--- src/rtl/dsm_pkg.sv ---
// Shared types for the digit-serial multiplier.
// Assumes nothing beyond a two-phase word sequence (data, flush).
package dsm_pkg;
    typedef enum logic {
        PH_DATA  = 1'b0,
        PH_FLUSH = 1'b1
    } phase_e;
endpackage

--- src/rtl/dsm_ctrl.sv ---
// Word sequencer: detects the sign digit and then counts P flush cycles.
// Assumes the caller feeds zero digits during the flush; sign_last
// inside the flush is ignored.
module dsm_ctrl #(
    parameter int W = 8,
    parameter int N = 2
) (
    input  logic clk,
    input  logic rst_n,
    input  logic sign_in,
    output logic sign_act,
    output logic clr
);
    import dsm_pkg::*;

    localparam int P   = W / N;
    localparam int FCW = (P > 1) ? $clog2(P) : 1;

    phase_e         phase;
    logic [FCW-1:0] fcnt;

    assign sign_act = sign_in && (phase == PH_DATA);
    assign clr      = (phase == PH_FLUSH) && (fcnt == FCW'(P - 1));

    // Phase and flush-count update.
    always_ff @(posedge clk) begin
        if (!rst_n) begin
            phase <= PH_DATA;
            fcnt  <= '0;
        end else if (sign_act) begin
            phase <= PH_FLUSH;
            fcnt  <= '0;
        end else if (clr) begin
            phase <= PH_DATA;
            fcnt  <= '0;
        end else if (phase == PH_FLUSH) begin
            fcnt <= fcnt + FCW'(1);
        end
    end


    sign_starts_flush_chk: assert property (@(posedge clk) disable iff (!rst_n)
        sign_act |=> (phase == PH_FLUSH && fcnt == '0));


    flush_not_restarted_chk: assert property (@(posedge clk) disable iff (!rst_n)
        (phase == PH_FLUSH && !clr) |=> (phase == PH_FLUSH && fcnt == $past(fcnt) + FCW'(1)));
endmodule

--- src/rtl/dsm_pp_rows.sv ---
// Partial-product row generator: for each bit of the current digit, forms
// the sign-extended coefficient shifted to that bit's place.
// When neg_top is set, the row for the digit's top bit uses the inverted
// coefficient. Assumes AW >= W + N.
module dsm_pp_rows #(
    parameter int W  = 8,
    parameter int N  = 2,
    parameter int AW = 16
) (
    input  logic [W-1:0]          coef,
    input  logic [N-1:0]          digit,
    input  logic                  neg_top,
    output logic [N-1:0][AW-1:0]  rows
);
    logic [AW-1:0] cext;

    assign cext = {{(AW-W){coef[W-1]}}, coef};

    for (genvar j = 0; j < N; j++) begin : g_row
        logic [AW-1:0] ceff;
        if (j == N - 1) begin : g_top
            assign ceff = neg_top ? ~cext : cext;
        end else begin : g_low
            assign ceff = cext;
        end
        assign rows[j] = digit[j] ? (ceff << j) : '0;
    end
endmodule

--- src/rtl/dsm_csa_acc.sv ---
// Carry-save accumulator: folds N rows into the sum/carry state each cycle,
// retires the low N bits of both vectors, and shifts the state right by N.
// Works modulo 2^AW relative to the current digit, which covers the full
// 2W-bit product. clr empties the state after the last flush digit.
module dsm_csa_acc #(
    parameter int N  = 2,
    parameter int AW = 16
) (
    input  logic                  clk,
    input  logic                  rst_n,
    input  logic [N-1:0][AW-1:0]  rows,
    input  logic                  clr,
    output logic [N-1:0]          lo_s,
    output logic [N-1:0]          lo_c
);
    logic [AW-1:0] acc_s, acc_c;
    logic [AW-1:0] ss [0:N];
    logic [AW-1:0] cc [0:N];

    assign ss[0] = acc_s;
    assign cc[0] = acc_c;

    for (genvar j = 0; j < N; j++) begin : g_csa
        assign ss[j+1] = ss[j] ^ cc[j] ^ rows[j];
        assign cc[j+1] = ((ss[j] & cc[j]) | (ss[j] & rows[j]) | (cc[j] & rows[j])) << 1;
    end

    // Capture the retired digit and the shifted state.
    always_ff @(posedge clk) begin
        if (!rst_n) begin
            acc_s <= '0;
            acc_c <= '0;
            lo_s  <= '0;
            lo_c  <= '0;
        end else begin
            lo_s  <= ss[N][N-1:0];
            lo_c  <= cc[N][N-1:0];
            acc_s <= clr ? '0 : (ss[N] >> N);
            acc_c <= clr ? '0 : (cc[N] >> N);
        end
    end


    state_cleared_chk: assert property (@(posedge clk) disable iff (!rst_n)
        clr |=> (acc_s == '0 && acc_c == '0));


    idle_stays_zero_chk: assert property (@(posedge clk) disable iff (!rst_n)
        (acc_s == '0 && acc_c == '0 && rows == '0) |=> (acc_s == '0 && acc_c == '0 && lo_s == '0 && lo_c == '0));
endmodule

--- src/rtl/dsm_serial_add.sv ---
// Final serial adder: adds the retired sum and carry digits, the registered
// data sign bit (weight 2^(N-1) of that digit) and a two-bit running carry.
// Its output is registered. The carry is cleared after the last flush digit.
module dsm_serial_add #(
    parameter int N = 2
) (
    input  logic         clk,
    input  logic         rst_n,
    input  logic [N-1:0] lo_s,
    input  logic [N-1:0] lo_c,
    input  logic         corr_in,
    input  logic         clr_in,
    output logic [N-1:0] dout
);
    localparam logic [N+1:0] CORR_W = (N+2)'(1) << (N - 1);

    logic         corr_q, clr_q;
    logic [1:0]   carry;
    logic [N+1:0] tot;

    assign tot = {2'b00, lo_s} + {2'b00, lo_c} + (corr_q ? CORR_W : '0) + {{N{1'b0}}, carry};

    // Align sign bit and clear request with the retired digit.
    always_ff @(posedge clk) begin
        if (!rst_n) begin
            corr_q <= 1'b0;
            clr_q  <= 1'b0;
        end else begin
            corr_q <= corr_in;
            clr_q  <= clr_in;
        end
    end

    // Resolve one output digit and keep the carry.
    always_ff @(posedge clk) begin
        if (!rst_n) begin
            dout  <= '0;
            carry <= '0;
        end else begin
            dout  <= tot[N-1:0];
            carry <= clr_q ? 2'b00 : tot[N+1:N];
        end
    end


    carry_bound_chk: assert property (@(posedge clk) disable iff (!rst_n)
        carry != 2'b11);
endmodule

--- src/rtl/digit_serial_mult.sv ---
// Digit-serial by parallel signed multiplier, top level.
// Data enters N bits per cycle, least significant digit first; sign_last
// marks the last digit; the caller then feeds P zero digits. The 2W-bit
// product leaves on dout, least significant digit first, two cycles behind.
module digit_serial_mult #(
    parameter int W = 8,
    parameter int N = 2
) (
    input  logic         clk,
    input  logic         rst_n,
    input  logic [W-1:0] coef,
    input  logic [N-1:0] din,
    input  logic         sign_last,
    output logic [N-1:0] dout
);
    localparam int AW = 2 * W;

    logic                 sign_act, clr, corr;
    logic [N-1:0][AW-1:0] rows;
    logic [N-1:0]         lo_s, lo_c;

    assign corr = sign_act & din[N-1];

    dsm_ctrl #(.W(W), .N(N)) u_ctrl (
        .clk(clk), .rst_n(rst_n), .sign_in(sign_last),
        .sign_act(sign_act), .clr(clr)
    );

    dsm_pp_rows #(.W(W), .N(N), .AW(AW)) u_rows (
        .coef(coef), .digit(din), .neg_top(sign_act), .rows(rows)
    );

    dsm_csa_acc #(.N(N), .AW(AW)) u_acc (
        .clk(clk), .rst_n(rst_n), .rows(rows), .clr(clr),
        .lo_s(lo_s), .lo_c(lo_c)
    );

    dsm_serial_add #(.N(N)) u_sadd (
        .clk(clk), .rst_n(rst_n), .lo_s(lo_s), .lo_c(lo_c),
        .corr_in(corr), .clr_in(clr), .dout(dout)
    );
endmodule

--- config.mk ---
export PLATFORM = sky130hd
export DESIGN_NAME = digit_serial_mult
export DESIGN_NICKNAME = d
export VERILOG_FILES = /design/src/rtl/dsm_pkg.sv /design/src/rtl/dsm_ctrl.sv /design/src/rtl/dsm_pp_rows.sv /design/src/rtl/dsm_csa_acc.sv /design/src/rtl/dsm_serial_add.sv /design/src/rtl/digit_serial_mult.sv
export SDC_FILE = /design/constraint.sdc
export NUM_CORES = 1
export LEC_CHECK = 0
export ABC_AREA = 1
export BUFFER_PORTS_ARGS = -buffer_cell sky130_fd_sc_hd__buf_2
export CORE_UTILIZATION = 59
export DETAILED_ROUTE_END_ITERATION = 8
export PLACE_DENSITY = 0.87
export SKIP_CTS_REPAIR_TIMING = 1
export SYNTH_ARGS = -nofsm -noshare
export SYNTH_HDL_FRONTEND = slang
export SYNTH_SLANG_ARGS = --single-unit
--- constraint.sdc ---
create_clock -name clk -period 3.1 [get_ports clk]
set_input_delay 0.465 -clock clk [delete_from_list [all_inputs] [get_ports clk]]
set_output_delay 0.465 -clock clk [all_outputs]
set_load 0.03 [all_outputs]
==> tab_implementation.tex <==
\begin{tabular}{lr}
\hline
Metric & Value \\
\hline
\multicolumn{2}{l}{\textbf{Synth}} \\
\quad Post-synthesis cell type count & 14 \\
\quad Yosys warnings & 0 \\
\quad Post-synth net total & 272 \\
\quad Sequential cell area fraction in the yosys report & 38.33\% \\
\quad Synthesized area & 2037 sq um \\
\quad Gate count after technology mapping & between 200 and 250 \\
\quad Number of register bits inferred by synthesis & 39 \\
\quad Mean instance size in the synthesized netlist & 9.053 sq um \\
\multicolumn{2}{l}{\textbf{Detailed routing}} \\
\quad Per-cell routed wire length & 11.46 microns \\
\quad Pre-antenna DRT Iters & 4 \\
\quad Number of remaining DRC errors & 0 \\
\quad Number of vias per cell & 4.630 \\
\quad Number of vias after detailed routing & 1,315 \\
\quad Post-route ant nets & 0 \\
\quad Final wirelength & 3254 microns \\
\quad Starting DRC count in detailed routing & 43 \\
\multicolumn{2}{l}{\textbf{Timing}} \\
\quad Slew at the pin with the worst max-slew slack & 0.9730 ns \\
\quad Worst hold slack & 0.3880 ns \\
\quad Clock period minus worst slack & 2.094 ns \\
\quad Final Hold Viols & 0 \\
\quad Final count of negative-setup-slack endpoints & 0 \\
\quad Portion of the clock cycle consumed by the worst path in the final layout & 67.56\% \\
\quad Final critical-path setup slack & 1.006 ns \\
\quad Setup TNS & 0 ns \\
\quad Setup repair after global routing missed its margin & no \\
\quad Worst clock skew & $\sim$0.0047 ns \\
\quad Headroom to the max-slew limit & 34.98\% \\
\quad Maximum frequency from static timing analysis & 477.5 MHz \\
\quad Max Slew Vio Count & 0 \\
\multicolumn{2}{l}{\textbf{Floorplan}} \\
\quad FP Rows & 20 \\
\quad Die W & 60.76 microns \\
\quad Die Outline Area & 3691 sq um \\
\quad Core ar. & 3153 sq um \\
\quad Floorplan die height & just over 60 microns \\
\quad Starting density of the core & 64.60\% \\
\quad IO Pins & 15 \\
\multicolumn{2}{l}{\textbf{Cells and area}} \\
\quad Final core area utilization & approximately 69\% \\
\quad Design area & roughly 2200 sq um \\
\quad Area overhead of the layout relative to synthesis & 7.494\% \\
\quad Cell Count, Final, Fillers Out & 284 \\
\quad Inserted Diodes & 0 \\
\quad Fraction of final layout cells with drive strength greater than 1 & 9.583\% \\
\quad Area occupied by registers & 780.7 sq um \\
\quad Net count, final & $\sim$290 \\
\quad Area occupied by multi-input gates & between 1000 and 1500 sq um \\
\quad Layout fillers & 261 \\
\multicolumn{2}{l}{\textbf{Placed design}} \\
\quad Cell area after placement & 2121 sq um \\
\quad DP HPWL & 2375 microns \\
\quad Placer Congestion & 0.7412 \\
\quad Worst setup timing slack at the placement stage & about 0.63 ns \\
\quad DP Cell Count & 276 \\
\quad IO Port Bufs & 14 \\
\multicolumn{2}{l}{\textbf{Power and ir drop}} \\
\quad Leakage power of the design & 1.167 nW \\
\quad Areal power density over the cells & around 640 nW/um\^{}2 \\
\quad Clock share of power & 21.5\% \\
\quad Net Sw Power & 0.4645 mW \\
\quad Cell internal power dissipation & 0.9344 mW \\
\quad Peak ir drop on the vdd network & between 0.4 and 0.5 mV \\
\quad Comb power frac & 31.6\% \\
\quad Switching Share & between 30 and 40\% \\
\quad Register share of total power & 46.9\% \\
\quad Total power & 1.399 mW \\
\multicolumn{2}{l}{\textbf{Global route}} \\
\quad Antenna violations before repair & 0 \\
\quad Number of global-route vias before repair & approximately 1,400 \\
\quad Largest net degree at the start of global routing & 30 \\
\quad Global-route usage over all layers & approximately 22\% \\
\quad Wire length of the first global-routing pass & 5782 microns \\
\quad Gr ovfl total & 0 \\
\multicolumn{2}{l}{\textbf{Run status}} \\
\quad Run status & finished clean \\
\multicolumn{2}{l}{\textbf{Worst hold path}} \\
\quad Instance count along the most critical hold path & 3 \\
\quad Class of the tightest hold or removal check & in2reg \\
\multicolumn{2}{l}{\textbf{Critical path}} \\
\quad Cells along the critical path & buf\_2 > nand2\_1 > inv\_1 > fa\_1 > fa\_1 > inv\_1 > nor2\_1 \\
\quad Worst path max stage delay & between 0.5 and 0.6 ns \\
\quad Type of origin of the critical path & primary input \\
\quad Critical path arrival & 2.36 ns \\
\quad Endpoint kind of the worst setup timing path & register \\
\quad Critical path's slowest cell & sky130\_fd\_sc\_hd\_\_fa\_1 \\
\quad Worst Path Required & 3.36 ns \\
\quad Worst Setup Path Type & in2reg \\
\quad Maximum fanout along the worst path & 8 \\
\quad Reg2reg path depth & 8 \\
\multicolumn{2}{l}{\textbf{Clock network}} \\
\quad Maximum buffer depth of the clock tree & 2 \\
\quad Clock Tree Root & sky130\_fd\_sc\_hd\_\_clkbuf\_4 \\
\quad Number of H-tree levels & 2 \\
\quad TritonCTS clock tree & yes \\
\quad Number of CTS-inserted buffers & 5 \\
\quad Clock slew seen by the registers of the worst setup and hold paths & 0.12 ns \\
\quad TritonCTS sink count & 39 \\
\quad Worst-Skew Late Latency & 0.35 ns \\
\multicolumn{2}{l}{\textbf{Flow run}} \\
\quad Max-Cap Viols & 0 \\
\hline
\end{tabular}
layout make-up:
| cell class | instances | share of cell area, % |
|---|---|---|
| timing repair buffer | 15 | 3.543 |
| inverter | 51 | 8.743 |
| multi-input combinational | 127 | 46.40 |
| sequential | 39 | 35.66 |
| tap | 44 | 2.514 |
| clock buffer | 8 | 3.143 |
logic make-up after synthesis:
group / after synthesis / synth area share, %
flops: 39 / 38.33
compound gates: 1 / 0.2455
fa+ha+maj: 34 / 31.57
simple gates: 92 / 18.06
buf+inv: 59 / 11.79
final timing paths:
check             slack [ns]         start         endpoint
hold / removal          0.39         rst_n   u_sadd.dout[0]
setup reg to reg        1.23  u_ctrl.phase  u_acc.acc_s[10]
hold reg to reg         0.43  u_sadd.clr_q  u_sadd.carry[1]
setup / recovery        1.01        din[0]   u_acc.acc_s[5]
power groups by stage:
stage	registers (mW)	logic, mW	clock network, mW
global route	0.668	0.539	0.330
global placement	0.664	0.418	0
detailed placement	0.668	0.450	0
CTS	0.657	0.455	0.304
floorplan	0.665	0.342	0
finish	0.656	0.442	0.301
worst max-delay path, delay by kind of cell:
family,cells,cell delay (ns)
adders and majority gates,2,1.05
and+or+nand+nor,2,0.23
buffers and inverters,3,0.62
cells in the final DEF (no fill, tap or decap):
cell type | Yosys | layout
sky130_fd_sc_hd__inv_1 | 51 | 51
sky130_fd_sc_hd__nand2_1 | 29 | 29
sky130_fd_sc_hd__fa_1 | 29 | 29
sky130_fd_sc_hd__nor2_2 | 1 | 1
sky130_fd_sc_hd__nor3b_1 | 2 | 2
sky130_fd_sc_hd__nand3_1 | 10 | 10
sky130_fd_sc_hd__ha_1 | 5 | 5
sky130_fd_sc_hd__dfxtp_1 | 39 | 39
sky130_fd_sc_hd__clkbuf_1 | 2 | 1
sky130_fd_sc_hd__nor2_1 | 50 | 50
sky130_fd_sc_hd__a21oi_1 | 1 | 1
sky130_fd_sc_hd__buf_4 | 2 | 1
sky130_fd_sc_hd__buf_2 | 3 | 14
sky130_fd_sc_hd__clkbuf_4 | 0 | 5
sky130_fd_sc_hd__clkbuf_8 | 0 | 2
synthesized netlist by cell type:
cell type,n,share of area (%)
sky130_fd_sc_hd__dfxtp_1,39,38
sky130_fd_sc_hd__nand3_1,10,2.5
sky130_fd_sc_hd__nor2_1,50,9.2
sky130_fd_sc_hd__a21oi_1,1,0.25
sky130_fd_sc_hd__buf_6,1,0.55
sky130_fd_sc_hd__nor3b_1,2,0.74
sky130_fd_sc_hd__ha_1,5,3.1
sky130_fd_sc_hd__fa_1,29,29
sky130_fd_sc_hd__buf_2,3,0.74
sky130_fd_sc_hd__buf_4,2,0.74
sky130_fd_sc_hd__inv_1,51,9.4
sky130_fd_sc_hd__clkbuf_1,2,0.37
sky130_fd_sc_hd__nand2_1,29,5.3
sky130_fd_sc_hd__nor2_2,1,0.31
routing by layer:
| metal | global-route usage, % | share of wire [%] |
|---|---|---|
| met5 | 0 | 0 |
| met2 | 37.36 | 50 |
| met3 | 6.610 | 3.5 |
| met4 | 8.766 | 2.2 |
| met1 | 27.02 | 44 |
state kept, by name, indices dropped and copies added (netlist names):
name / count
u_acc.acc_s: 14
u_sadd.carry: 2
u_acc.acc_c: 14
u_acc.lo_s: 2
u_ctrl.phase: 1
u_sadd.clr_q: 1
u_sadd.corr_q: 1
u_ctrl.fcnt: 2
u_sadd.dout: 2
(Power assumes the default switching activity.)
